===== src/rtl/tw_pkg.sv =====
package tw_pkg;
  // Register byte offsets used by the decoder
  localparam logic [7:0] OFS_IEN  = 8'h28;
  localparam logic [7:0] OFS_FLAG = 8'h2C;
  localparam logic [7:0] OFS_CTRL = 8'h3C;

  // Control word bit positions
  localparam int B_ARM    = 0;
  localparam int B_POL    = 1;
  localparam int B_OPEN   = 2;
  localparam int B_EDGE   = 3;
  localparam int B_WIPED  = 5;
  localparam int B_READY  = 7;
  localparam int B_TAMPER = 2;

  typedef struct packed {
    logic armed;
    logic pol_high;
    logic bank_open;
    logic edge_mode;
  } tw_cfg_t;
endpackage


===== src/rtl/tw_sync.sv =====
module tw_sync #(
  parameter int STAGES = 2
) (
  input  logic           clk,
  input  logic           rst_n,
  input  logic           pin_i,
  input  tw_pkg::tw_cfg_t cfg_i,
  output logic           event_o
);
  logic [STAGES-1:0] shreg;
  logic              prev_q;
  logic              cur;

  assign cur = shreg[STAGES-1];

  always_ff @(posedge clk or negedge rst_n) begin
    if (!rst_n) begin
      shreg  <= '0;
      prev_q <= 1'b0;
    end else begin
      shreg  <= {shreg[STAGES-2:0], pin_i};
      prev_q <= cur;
    end
  end

  logic rise, fall, lvl_hit;
  assign rise    = cur & ~prev_q;
  assign fall    = ~cur & prev_q;
  assign lvl_hit = (cur == cfg_i.pol_high);

  always_comb begin
    if (!cfg_i.armed)          event_o = 1'b0;
    else if (cfg_i.edge_mode)  event_o = cfg_i.pol_high ? rise : fall;
    else                       event_o = lvl_hit;
  end
endmodule


===== src/rtl/tw_spare_bank.sv =====
module tw_spare_bank #(
  parameter int N = 20,
  parameter int W = 32,
  localparam int IW = $clog2(N)
) (
  input  logic          clk,
  input  logic          rst_n,
  input  logic          wipe_i,
  input  logic          wr_en_i,
  input  logic [IW-1:0] idx_i,
  input  logic [W-1:0]  wr_data_i,
  output logic [W-1:0]  rd_data_o,
  output logic          any_nz_o
);
  logic [W-1:0] word_q [N];
  logic [N-1:0] nz;

  for (genvar g = 0; g < N; g++) begin : g_word
    always_ff @(posedge clk or negedge rst_n) begin
      if (!rst_n)                                     word_q[g] <= '0;
      else if (wipe_i)                                word_q[g] <= '0;
      else if (wr_en_i && idx_i == IW'(g))            word_q[g] <= wr_data_i;
    end
    assign nz[g] = |word_q[g];
  end

  assign rd_data_o = (int'(idx_i) < N) ? word_q[idx_i] : '0;
  assign any_nz_o  = |nz;
endmodule


===== src/rtl/tw_ctrl.sv =====
module tw_ctrl #(
  parameter int UPD_LAT = 2,
  localparam int CW = $clog2(UPD_LAT + 1)
) (
  input  logic            clk,
  input  logic            rst_n,
  input  logic            any_we_i,
  input  logic            ctrl_we_i,
  input  logic            ien_we_i,
  input  logic            flag_we_i,
  input  logic [7:0]      wdata_i,
  input  logic            event_i,
  output tw_pkg::tw_cfg_t cfg_o,
  output logic            wiped_o,
  output logic            flag_o,
  output logic            ien_o,
  output logic            ready_o
);
  import tw_pkg::*;
  logic [CW-1:0] busy_q;
  logic unused_bits;
  assign unused_bits = ^{wdata_i[7:6], wdata_i[4]};

  always_ff @(posedge clk or negedge rst_n) begin
    if (!rst_n) begin
      cfg_o   <= '0;
      wiped_o <= 1'b0;
      flag_o  <= 1'b0;
      ien_o   <= 1'b0;
      busy_q  <= '0;
    end else begin
      if (ctrl_we_i) begin
        cfg_o.armed     <= wdata_i[B_ARM];
        cfg_o.pol_high  <= wdata_i[B_POL];
        cfg_o.bank_open <= wdata_i[B_OPEN];
        cfg_o.edge_mode <= wdata_i[B_EDGE];
      end
      // set has priority over write-one-to-clear
      if (event_i)                              wiped_o <= 1'b1;
      else if (ctrl_we_i && wdata_i[B_WIPED])   wiped_o <= 1'b0;
      if (event_i)                              flag_o  <= 1'b1;
      else if (flag_we_i && wdata_i[B_TAMPER])  flag_o  <= 1'b0;
      if (ien_we_i)                             ien_o   <= wdata_i[B_TAMPER];
      if (any_we_i)                             busy_q  <= CW'(UPD_LAT);
      else if (busy_q != '0)                    busy_q  <= busy_q - 1'b1;
    end
  end

  assign ready_o = (busy_q == '0);
endmodule


===== src/rtl/tamper_wipe_bank.sv =====
module tamper_wipe_bank #(
  parameter int NUM_SPARE   = 20,
  parameter int DATA_W      = 32,
  parameter int ADDR_W      = 8,
  parameter int SPARE_BASE  = 'h40,
  parameter int SYNC_STAGES = 2,
  parameter int UPD_LAT     = 2
) (
  input  logic              clk,
  input  logic              rst_n,
  input  logic              tamper_pin,
  input  logic              bus_we,
  input  logic [ADDR_W-1:0] bus_addr,
  input  logic [DATA_W-1:0] bus_wdata,
  output logic [DATA_W-1:0] bus_rdata,
  output logic              irq
);
  import tw_pkg::*;
  localparam int IW = $clog2(NUM_SPARE);

  tw_cfg_t           cfg;
  logic              wipe_evt, wiped, flag, ien, ready, bank_nonzero;
  logic [ADDR_W-1:0] off;
  logic              spare_hit;
  logic [IW-1:0]     idx;
  logic [DATA_W-1:0] bank_rd;

  assign off       = bus_addr - ADDR_W'(SPARE_BASE);
  assign spare_hit = (int'(bus_addr) >= SPARE_BASE) && (off[1:0] == 2'b00)
                     && (int'(off[ADDR_W-1:2]) < NUM_SPARE);
  assign idx       = off[IW+1:2];

  tw_sync #(.STAGES(SYNC_STAGES)) u_sync (
    .clk(clk), .rst_n(rst_n), .pin_i(tamper_pin), .cfg_i(cfg), .event_o(wipe_evt)
  );

  tw_spare_bank #(.N(NUM_SPARE), .W(DATA_W)) u_bank (
    .clk(clk), .rst_n(rst_n), .wipe_i(wipe_evt),
    .wr_en_i(bus_we && spare_hit && cfg.bank_open),
    .idx_i(idx), .wr_data_i(bus_wdata),
    .rd_data_o(bank_rd), .any_nz_o(bank_nonzero)
  );

  tw_ctrl #(.UPD_LAT(UPD_LAT)) u_ctrl (
    .clk(clk), .rst_n(rst_n),
    .any_we_i(bus_we),
    .ctrl_we_i(bus_we && bus_addr == ADDR_W'(OFS_CTRL)),
    .ien_we_i(bus_we && bus_addr == ADDR_W'(OFS_IEN)),
    .flag_we_i(bus_we && bus_addr == ADDR_W'(OFS_FLAG)),
    .wdata_i(bus_wdata[7:0]), .event_i(wipe_evt),
    .cfg_o(cfg), .wiped_o(wiped), .flag_o(flag), .ien_o(ien), .ready_o(ready)
  );

  always_comb begin
    bus_rdata = '0;
    if (bus_addr == ADDR_W'(OFS_CTRL)) begin
      bus_rdata[B_ARM]   = cfg.armed;
      bus_rdata[B_POL]   = cfg.pol_high;
      bus_rdata[B_OPEN]  = cfg.bank_open;
      bus_rdata[B_EDGE]  = cfg.edge_mode;
      bus_rdata[B_WIPED] = wiped;
      bus_rdata[B_READY] = ready;
    end else if (bus_addr == ADDR_W'(OFS_IEN)) begin
      bus_rdata[B_TAMPER] = ien;
    end else if (bus_addr == ADDR_W'(OFS_FLAG)) begin
      bus_rdata[B_TAMPER] = flag;
    end else if (spare_hit && cfg.bank_open) begin
      bus_rdata = bank_rd;
    end
  end

  assign irq = flag & ien;
endmodule


===== config.mk =====
export PLATFORM = sky130hd
export DESIGN_NAME = tamper_wipe_bank
export DESIGN_NICKNAME = d
export VERILOG_FILES = /design/src/rtl/tw_pkg.sv /design/src/rtl/tw_sync.sv /design/src/rtl/tw_spare_bank.sv /design/src/rtl/tw_ctrl.sv /design/src/rtl/tamper_wipe_bank.sv
export SDC_FILE = /design/constraint.sdc
export NUM_CORES = 1
export LEC_CHECK = 0
export BUFFER_PORTS_ARGS = -buffer_cell sky130_fd_sc_hd__buf_4
export CAP_MARGIN = 10
export CORE_MARGIN = 5
export CORE_UTILIZATION = 30
export DETAILED_ROUTE_END_ITERATION = 6
export HOLD_SLACK_MARGIN = 0.08
export PLACE_DENSITY = 0.56
export SETUP_SLACK_MARGIN = 0.2
export SYNTH_ARGS = -nofsm -noshare
export SYNTH_HDL_FRONTEND = slang
export SYNTH_HIERARCHICAL = 1
export SYNTH_SLANG_ARGS = --single-unit
export TNS_END_PERCENT = 20

===== constraint.sdc =====
create_clock -name clk -period 5.8 [get_ports clk]
set_input_delay 1.16 -clock clk [delete_from_list [all_inputs] [get_ports clk]]
set_output_delay 1.16 -clock clk [all_outputs]
set_load 0.03 [all_outputs]

==> impl_metrics.env, run 1 <==
export IMPL_die_h_um=333
export IMPL_worstPathRequired_ns=4.64
export IMPL_rsz0062_at_grt="false"
export IMPL_clock_path_buffers=3
export IMPL_drtAntennaViolNets=0
export IMPL_comb_power_share_pct=4.8
export IMPL_setup_viol=0
export IMPL_finalNonFillerCells=4685
export IMPL_wirelength_um=112000
export IMPL_placed_cell_area_um2=33500
export IMPL_grt_overflow=0
export IMPL_gp_congestion=0.797
export IMPL_crit_top_cell="mux4_2"
export IMPL_cts_resized=0
export IMPL_grt_pass1_vias=24631
export IMPL_maxSlewHeadroom_pct=32.0
export IMPL_register_area_um2=16300
export IMPL_slowest_stage="mux4_2"
export IMPL_slew_viol_final=0
export IMPL_htreeDepth=3
export IMPL_grt_max_degree=184
export IMPL_end_kind="primary output"
export IMPL_place_hpwl_um=63100
export IMPL_powerDensity_nw_per_um2=275
export IMPL_wl_per_cell_um=23.8
export IMPL_nNetsFinal=3295
export IMPL_critPathKind="in2out"
export IMPL_grt_pass1_wl_um=166000
export IMPL_cts_setup_buffers=0
export IMPL_dieArea_um2=111000
export IMPL_path_delay_family="buffers and inverters"
export IMPL_critPathMaxStageDelay_ns=0.54
export IMPL_drc_errors=0
export IMPL_multiInputGateArea_um2=13700
export IMPL_initial_core_util_pct=30.2
export IMPL_fin_area_um2=35900
export IMPL_outcome="finished, final reports clean"
export IMPL_place_inst=4553
export IMPL_sequentialPowerShare_pct=46.3
export IMPL_worstPathArrival_ns=3.70
export IMPL_fin_crit_sh_pct=83.8
export IMPL_power_leakage_nw=14.9
export IMPL_avgSynthCellArea_um2=9.42
export IMPL_synth_area_um2=31200
export IMPL_layout_common_cells="1323 x nand2_1, 652 x dfrtp_1, 641 x a21oi_1, 192 x mux4_2, 140 x buf_4"
export IMPL_cts_sinks=652
export IMPL_core_area_um2=103000
export IMPL_fmax_mhz=206
export IMPL_hold_path_class="reg2reg"
export IMPL_cts_root_buf="clkbuf_16"
export IMPL_start_kind="input pin"
export IMPL_io_pins=77
export IMPL_drt_iter0_drc=3028
export IMPL_post_synth_inst_count=3319
export IMPL_drt_pass1_iter_count=6
export IMPL_track_usage_pct=19.6
export IMPL_cts_hold_buffers=0
export IMPL_synthesis_nets=3367
export IMPL_switchingPower_mw=2.35
export IMPL_rows=118
export IMPL_drive_above_1_share_pct=15.9
export IMPL_crit_path_cell_trace="buf_8 -> buf_12 -> mux4_2 -> mux4_2 -> inv_1 -> o21ai_1 -> and2_1 -> buf_4"
export IMPL_drv_cap=0
export IMPL_fin_crit_ns=4.86
export IMPL_intPower_mw=7.55
export IMPL_peakVddDrop_v=0.000202
export IMPL_tightestPinTransition_ns=1.02
export IMPL_finClkSkew_ns=0.0199
export IMPL_crit_buf_inv=4
export IMPL_yosysWarnings=6
export IMPL_cp_max_fo=47
export IMPL_clockPowerShare_pct=48.9
export IMPL_fin_setup_tns_ns=0
export IMPL_cts_tree="yes"
export IMPL_io_buffer_count=76
export IMPL_clk_pin_slew_ns=0.06
export IMPL_area_delta_synth_final_pct=15.0
export IMPL_die_x_um=333
export IMPL_grt_antenna_before_repair=4
export IMPL_vias_per_cell=5.38
export IMPL_layout_commonest_cell="nand2_1"
export IMPL_clk_latency_ns=0.65
export IMPL_numCtsBuffers=72
export IMPL_fillCellCount=10436
export IMPL_swShare_pct=23.7
export IMPL_vias=25184
export IMPL_finalHoldViolations=0
[worst paths after layout]
check | cells past startpoint | slack [ns] | end | start
max | 8 | 0.94 | bus_rdata[4] | bus_addr[2]
min | 0 | 0.35 | u_sync/shreg[1]$_DFF_PN0_ | u_sync/shreg[0]$_DFF_PN0_
max reg2reg | 9 | 2.50 | u_bank/word_q[215]$_DFFE_PN0P_ | u_ctrl/cfg_o[1]$_DFFE_PN0P_
min reg2reg | 0 | 0.35 | u_sync/shreg[1]$_DFF_PN0_ | u_sync/shreg[0]$_DFF_PN0_
max in group asynchronous | 2 | 4.15 | u_bank/word_q[107]$_DFFE_PN0P_ | rst_n
min in group asynchronous | 1 | 0.46 | u_bank/word_q[540]$_DFFE_PN0P_ | rst_n
[registers in the layout (all words and copies together), names as in the netlist]
register and count:
u_ctrl/ien_o 1, u_sync/shreg 2, u_sync/prev_q 1, u_bank/word_q 640
u_ctrl/cfg_o 4, u_ctrl/wiped_o 1, u_ctrl/flag_o 1, u_ctrl/busy_q 2
[through the flow]
stage	power (mW)	util [%]	worst slack (ns)	hold WS [ns]
after detailed placement	5.15	32.3	0.930	0.336
final	9.90	34.7	0.941	0.347
after global placement	5.14	32.3	0.942	0.334
after CTS	9.99	34.7	0.938	0.351
after global routing	10.2	34.7	0.833	0.369
after floorplan	4.92	-	1.62	0.331
[layer usage]
| metal | share of wire [%] | GRT usage (%) | vias up |
|---|---|---|---|
| met1 | 42 | 28.2 | 12860 |
| met3 | 10 | 5.18 | 213 |
| li1 | - | - | 10913 |
| met4 | 2.3 | 4.54 | 4 |
| met2 | 45 | 29.8 | 1194 |
| met5 | 0.024 | 0 | - |
[cell type report]
| type | count | share of cell area [%] |
|---|---|---|
| sequential | 652 | 45.4 |
| multi-input combinational | 2315 | 38.0 |
| clock buffer | 101 | 5.74 |
| tap | 1380 | 4.80 |
| timing repair buffer | 170 | 4.55 |
| clock inverter | 29 | 1.10 |
| inverter | 36 | 0.376 |
| antenna | 2 | 0.0139 |
[power groups by stage]
stage / registers, mW / logic [mW] / clock network [mW]
after floorplan: 4.66 / 0.257 / 0
after global placement: 4.66 / 0.482 / 0
after detailed placement: 4.66 / 0.482 / 0
after CTS: 4.58 / 0.483 / 4.92
after global routing: 4.58 / 0.522 / 5.10
final: 4.58 / 0.475 / 4.84
Power figures use the tool's default switching activity.
==> inputs of run 2 (changes only) <==
==> constraint.sdc (replaced) <==
create_clock -name clk -period 4.7 [get_ports clk]
set_input_delay 0.94 -clock clk [delete_from_list [all_inputs] [get_ports clk]]
set_output_delay 0.94 -clock clk [all_outputs]
set_load 0.03 [all_outputs]
==> impl_metrics.env, run 2 (synthesis results as in run 1) <==
export IMPL_outcome="finished, final reports clean"
export IMPL_cts_root_buf="clkbuf_16"
export IMPL_critPathMaxStageDelay_ns=0.53
export IMPL_peakVddDrop_v=0.000240
export IMPL_finClkSkew_ns=0.0163
export IMPL_clk_pin_slew_ns=0.06
export IMPL_grt_antenna_before_repair=4
export IMPL_r2r_end="u_bank/word_q[543]$_DFFE_PN0P_"
export IMPL_track_usage_pct=19.6
export IMPL_die_x_um=333
export IMPL_drt_pass1_iter_count=5
export IMPL_drt_iter0_drc=3188
export IMPL_path_delay_family="buffers and inverters"
export IMPL_timing_rr_start="u_ctrl/cfg_o[1]$_DFFE_PN0P_"
export IMPL_drtAntennaViolNets=0
export IMPL_cts_setup_buffers=0
export IMPL_drc_errors=0
export IMPL_power_leakage_nw=15.0
export IMPL_cts_tree="yes"
export IMPL_cts_resized=0
export IMPL_numCtsBuffers=73
export IMPL_tightestPinTransition_ns=1.16
export IMPL_largest_register_ffs=640
export IMPL_grt_pass1_vias=24624
export IMPL_grt_overflow=0
export IMPL_hold_path_class="in2async"
export IMPL_area_delta_synth_final_pct=15.5
export IMPL_end_kind="primary output"
export IMPL_die_h_um=333
export IMPL_wl_per_cell_um=23.7
export IMPL_clock_path_buffers=3
export IMPL_wirelength_um=111000
export IMPL_rrSetupSlack_ns=1.62
export IMPL_setup_viol=0
export IMPL_grt_max_degree=168
export IMPL_fin_setup_tns_ns=0
export IMPL_nNetsFinal=3322
export IMPL_vias=25460
export IMPL_grt_pass1_wl_um=166000
export IMPL_vias_per_cell=5.41
export IMPL_critPathKind="in2out"
export IMPL_layout_common_cells="1323 x nand2_1, 652 x dfrtp_1, 641 x a21oi_1, 192 x mux4_2, 165 x buf_4"
export IMPL_rsz0062_at_grt="false"
export IMPL_powerDensity_nw_per_um2=336
export IMPL_fmax_mhz=234
export IMPL_crit_buf_inv=4
export IMPL_cp_max_fo=46
export IMPL_gp_congestion=0.801
export IMPL_regMostFlops="u_bank/word_q"
export IMPL_drive_above_1_share_pct=16.4
export IMPL_clk_latency_ns=0.63
export IMPL_worstPathArrival_ns=3.33
export IMPL_layout_commonest_cell="nand2_1"
export IMPL_io_buffer_count=76
export IMPL_fin_crit_sh_pct=91.0
export IMPL_htreeDepth=3
export IMPL_start_kind="input pin"
export IMPL_power_mw=12.1
export IMPL_initial_core_util_pct=30.2
export IMPL_cts_sinks=652
export IMPL_finalHoldViolations=0
export IMPL_place_hpwl_um=64500
export IMPL_core_area_um2=103000
export IMPL_slew_viol_final=0
export IMPL_slowest_stage="mux4_2"
export IMPL_crit_top_cell="mux4_2"
export IMPL_crit_path_cell_trace="buf_8 -> buf_12 -> mux4_2 -> mux4_2 -> inv_1 -> o21ai_1 -> and2_1 -> buf_4"
export IMPL_drv_cap=0
export IMPL_cts_hold_buffers=0
export IMPL_fin_crit_ns=4.27
export IMPL_dieArea_um2=111000
export IMPL_rows=118
export IMPL_io_pins=77
export IMPL_worstPathRequired_ns=3.76
export IMPL_ff2ff_path_depth=8
export IMPL_biggestRegsByFlops="u_bank/word_q (640), u_ctrl/cfg_o (4)"
export IMPL_maxSlewHeadroom_pct=23.0
## run 2: cell count changes in the layout (fill, tap and decap cells not counted), moves of 2 or more
cell,before,now
inv_6,3,1
clkbuf_16,73,76
clkinvlp_4,1,3
clkbuf_1,15,17
buf_4,140,165
clkbuf_8,14,7
clkinv_2,14,10
## run 2: report_power, final
group	internal [mW]	switching, mW
Clock	3.45	2.43
Combinational	0.169	0.435
Sequential	5.64	0.0148
Total	9.26	2.88
## run 2: how the worst max path moves through the flow
stage	startpoint	end	cells after the start
2_1_floorplan	bus_addr[3]	bus_rdata[1]	8
3_3_place_gp	bus_addr[2]	bus_rdata[22]	8
3_5_place_dp	bus_addr[2]	bus_rdata[24]	8
4_1_cts	bus_addr[2]	bus_rdata[24]	8
5_1_grt	bus_addr[2]	bus_rdata[24]	8
6_report	bus_addr[2]	bus_rdata[24]	8
## run 2: area by class of cell
cell class / count / area (um2)
fillers: 10316 / 67400
flip-flops and latches: 652 / 16300
multi-input cells: 2315 / 13700
clock buffers: 99 / 2050
repair buffers: 196 / 1840
well taps: 1380 / 1730
clock inverters: 26 / 369
inverters: 36 / 135
diodes: 1 / 2.50
## run 2: routing by layer
metal | global-route usage [%] | vias up | wire length [um] | share of wire [%]
li1 | - | 10971 | - | -
met3 | 4.78 | 222 | 10900 | 9.8
met2 | 29.3 | 1282 | 49500 | 44
met5 | 0.383 | - | 26 | 0.023
met4 | 6.08 | 4 | 3460 | 3.1
met1 | 28.2 | 12981 | 47400 | 43
## run 2: metrics by stage
| step | utilization [%] | instances | hold slack (ns) | setup WS (ns) | instance area, um2 |
|---|---|---|---|---|---|
| after floorplan | - | 3319 | 0.331 | 0.960 | 31300 |
| after global placement | 32.5 | 4579 | 0.343 | 0.435 | 33700 |
| after detailed placement | 32.5 | 4579 | 0.345 | 0.414 | 33700 |
| after CTS | 34.9 | 4704 | 0.233 | 0.403 | 36100 |
| after global routing | 34.9 | 4704 | 0.260 | 0.271 | 36100 |
| final | 34.9 | 4705 | 0.244 | 0.425 | 36100 |
==> inputs of run 3 (changes only) <==
--- a/config.mk
+++ b/config.mk
@@ -8,10 +8,10 @@
 export BUFFER_PORTS_ARGS = -buffer_cell sky130_fd_sc_hd__buf_4
 export CAP_MARGIN = 10
 export CORE_MARGIN = 5
-export CORE_UTILIZATION = 30
+export CORE_UTILIZATION = 40
 export DETAILED_ROUTE_END_ITERATION = 6
 export HOLD_SLACK_MARGIN = 0.08
-export PLACE_DENSITY = 0.56
+export PLACE_DENSITY = 0.67
 export SETUP_SLACK_MARGIN = 0.2
 export SYNTH_ARGS = -nofsm -noshare
 export SYNTH_HDL_FRONTEND = slang
==> impl_metrics.env, run 3 (synthesis results as in run 1) <==
export IMPL_grt_pass1_wl_um=159000
export IMPL_slew_viol_final=0
export IMPL_end_kind="primary output"
export IMPL_die_x_um=290
export IMPL_cts_resized=0
export IMPL_worstPathRequired_ns=3.76
export IMPL_largest_register_ffs=640
export IMPL_dieArea_um2=83800
export IMPL_grtUsageMet3_pct=6.11
export IMPL_nNetsFinal=3309
export IMPL_biggestRegsByFlops="u_bank/word_q (640), u_ctrl/cfg_o (4)"
export IMPL_power_mw=12.0
export IMPL_area_delta_synth_final_pct=13.9
export IMPL_io_pins=77
export IMPL_start_kind="input pin"
export IMPL_cts_tree="yes"
export IMPL_gp_congestion=0.825
export IMPL_maxSlewHeadroom_pct=36.6
export IMPL_grt_util_met1_pct=34.8
export IMPL_tightestPinTransition_ns=0.951
export IMPL_finClkSkew_ns=0.0356
export IMPL_initial_core_util_pct=40.3
export IMPL_die_h_um=290
export IMPL_wl_per_cell_um=23.8
export IMPL_hold_depth=0
export IMPL_regMostFlops="u_bank/word_q"
export IMPL_fin_crit_sh_pct=88.6
export IMPL_drt_pass1_iter_count=5
export IMPL_placed_cell_area_um2=33200
export IMPL_dp_slack_ns=0.531
export IMPL_fin_area_um2=35600
export IMPL_numCtsBuffers=69
export IMPL_finalNonFillerCells=4355
export IMPL_track_usage_pct=24.6
export IMPL_peakVddDrop_v=0.000242
export IMPL_drc_errors=0
export IMPL_cts_root_buf="clkbuf_16"
export IMPL_grt_met2_usage_pct=38.0
export IMPL_outcome="finished, final reports clean"
export IMPL_place_hpwl_um=60500
export IMPL_layout_commonest_cell="nand2_1"
export IMPL_powerDensity_nw_per_um2=337
export IMPL_clock_path_buffers=3
export IMPL_critPathKind="in2out"
export IMPL_htreeDepth=3
export IMPL_drive_above_1_share_pct=16.2
export IMPL_grt_pass1_vias=25151
export IMPL_drv_cap=0
export IMPL_clk_pin_slew_ns=0.05
export IMPL_grt_overflow=0
export IMPL_final_util_pct=45.9
export IMPL_grt_antenna_before_repair=4
export IMPL_layout_common_cells="1323 x nand2_1, 652 x dfrtp_1, 641 x a21oi_1, 192 x mux4_2, 154 x buf_4"
export IMPL_setup_viol=0
export IMPL_worstPathArrival_ns=3.23
export IMPL_place_inst=4230
export IMPL_cts_hold_buffers=0
export IMPL_clk_latency_ns=0.64
export IMPL_wirelength_um=104000
export IMPL_io_buffer_count=76
export IMPL_grt_busiest_layer="met2"
export IMPL_fmax_mhz=240
export IMPL_cts_sinks=652
export IMPL_whs_ns=0.358
export IMPL_vias=25582
export IMPL_vias_per_cell=5.87
export IMPL_power_leakage_nw=15.0
export IMPL_grt_max_degree=116
export IMPL_setup_slack_ns=0.534
export IMPL_rsz0062_at_grt="false"
export IMPL_hold_path_class="reg2reg"
export IMPL_fin_crit_ns=4.17
export IMPL_drt_iter0_drc=3200
export IMPL_cp_max_fo=23
export IMPL_rows=102
export IMPL_finalHoldViolations=0
export IMPL_core_area_um2=77500
export IMPL_drtAntennaViolNets=0
export IMPL_ff2ff_path_depth=8
export IMPL_fin_setup_tns_ns=0
export IMPL_cts_setup_buffers=0
-- run 3: changes by cell type in the layout (fill, tap and decap cells not counted), sizes merged --
cell,previous run,this run
buf,195,186
bufinv,7,6
clkbuf,100,96
clkinv,14,20
clkinvlp,3,1
-- run 3: worst paths after layout --
path / startpoint / endpoint / slack [ns]
hold / removal: u_sync/shreg[0]$_DFF_PN0_ / u_sync/shreg[1]$_DFF_PN0_ / 0.36
hold reg to reg: u_sync/shreg[0]$_DFF_PN0_ / u_sync/shreg[1]$_DFF_PN0_ / 0.36
min in group asynchronous: rst_n / u_bank/word_q[5]$_DFFE_PN0P_ / 0.43
setup / recovery: bus_addr[2] / bus_rdata[7] / 0.53
setup reg to reg: u_ctrl/cfg_o[1]$_DFFE_PN0P_ / u_bank/word_q[585]$_DFFE_PN0P_ / 1.67
max in group asynchronous: rst_n / u_bank/word_q[559]$_DFFE_PN0P_ / 3.17
-- run 3: final cells by class --
cell class	instances	area (um2)
diodes	1	2.50
repair buffers	187	1800
inverters	36	135
flip-flops and latches	652	16300
well taps	1040	1300
clock inverters	29	369
multi-input cells	2315	13700
fillers	7244	41900
clock buffers	95	2000
-- run 3: worst max-delay path, stage by stage --
cell	delay, ns
buf_8	0.27
buf_12	0.26
mux4_2	0.54
mux4_2	0.48
inv_1	0.07
o21ai_1	0.17
a22o_1	0.28
buf_4	0.17
-- run 3: power breakdown --
part | switching (mW) | internal, mW | total (mW) | leakage (nW)
Clock | 2.38 | 3.34 | 5.72 | 1.18
Sequential | 0.0147 | 5.64 | 5.65 | 9.10
Combinational | 0.434 | 0.172 | 0.605 | 4.72
Total | 2.83 | 9.15 | 12.0 | 15.0
-- run 3: layer usage --
layer | up-vias | part of all wire, %
met2 | 1564 | 46
met1 | 12803 | 39
met3 | 261 | 12
li1 | 10950 | -
met5 | - | 0.026
met4 | 4 | 3.2
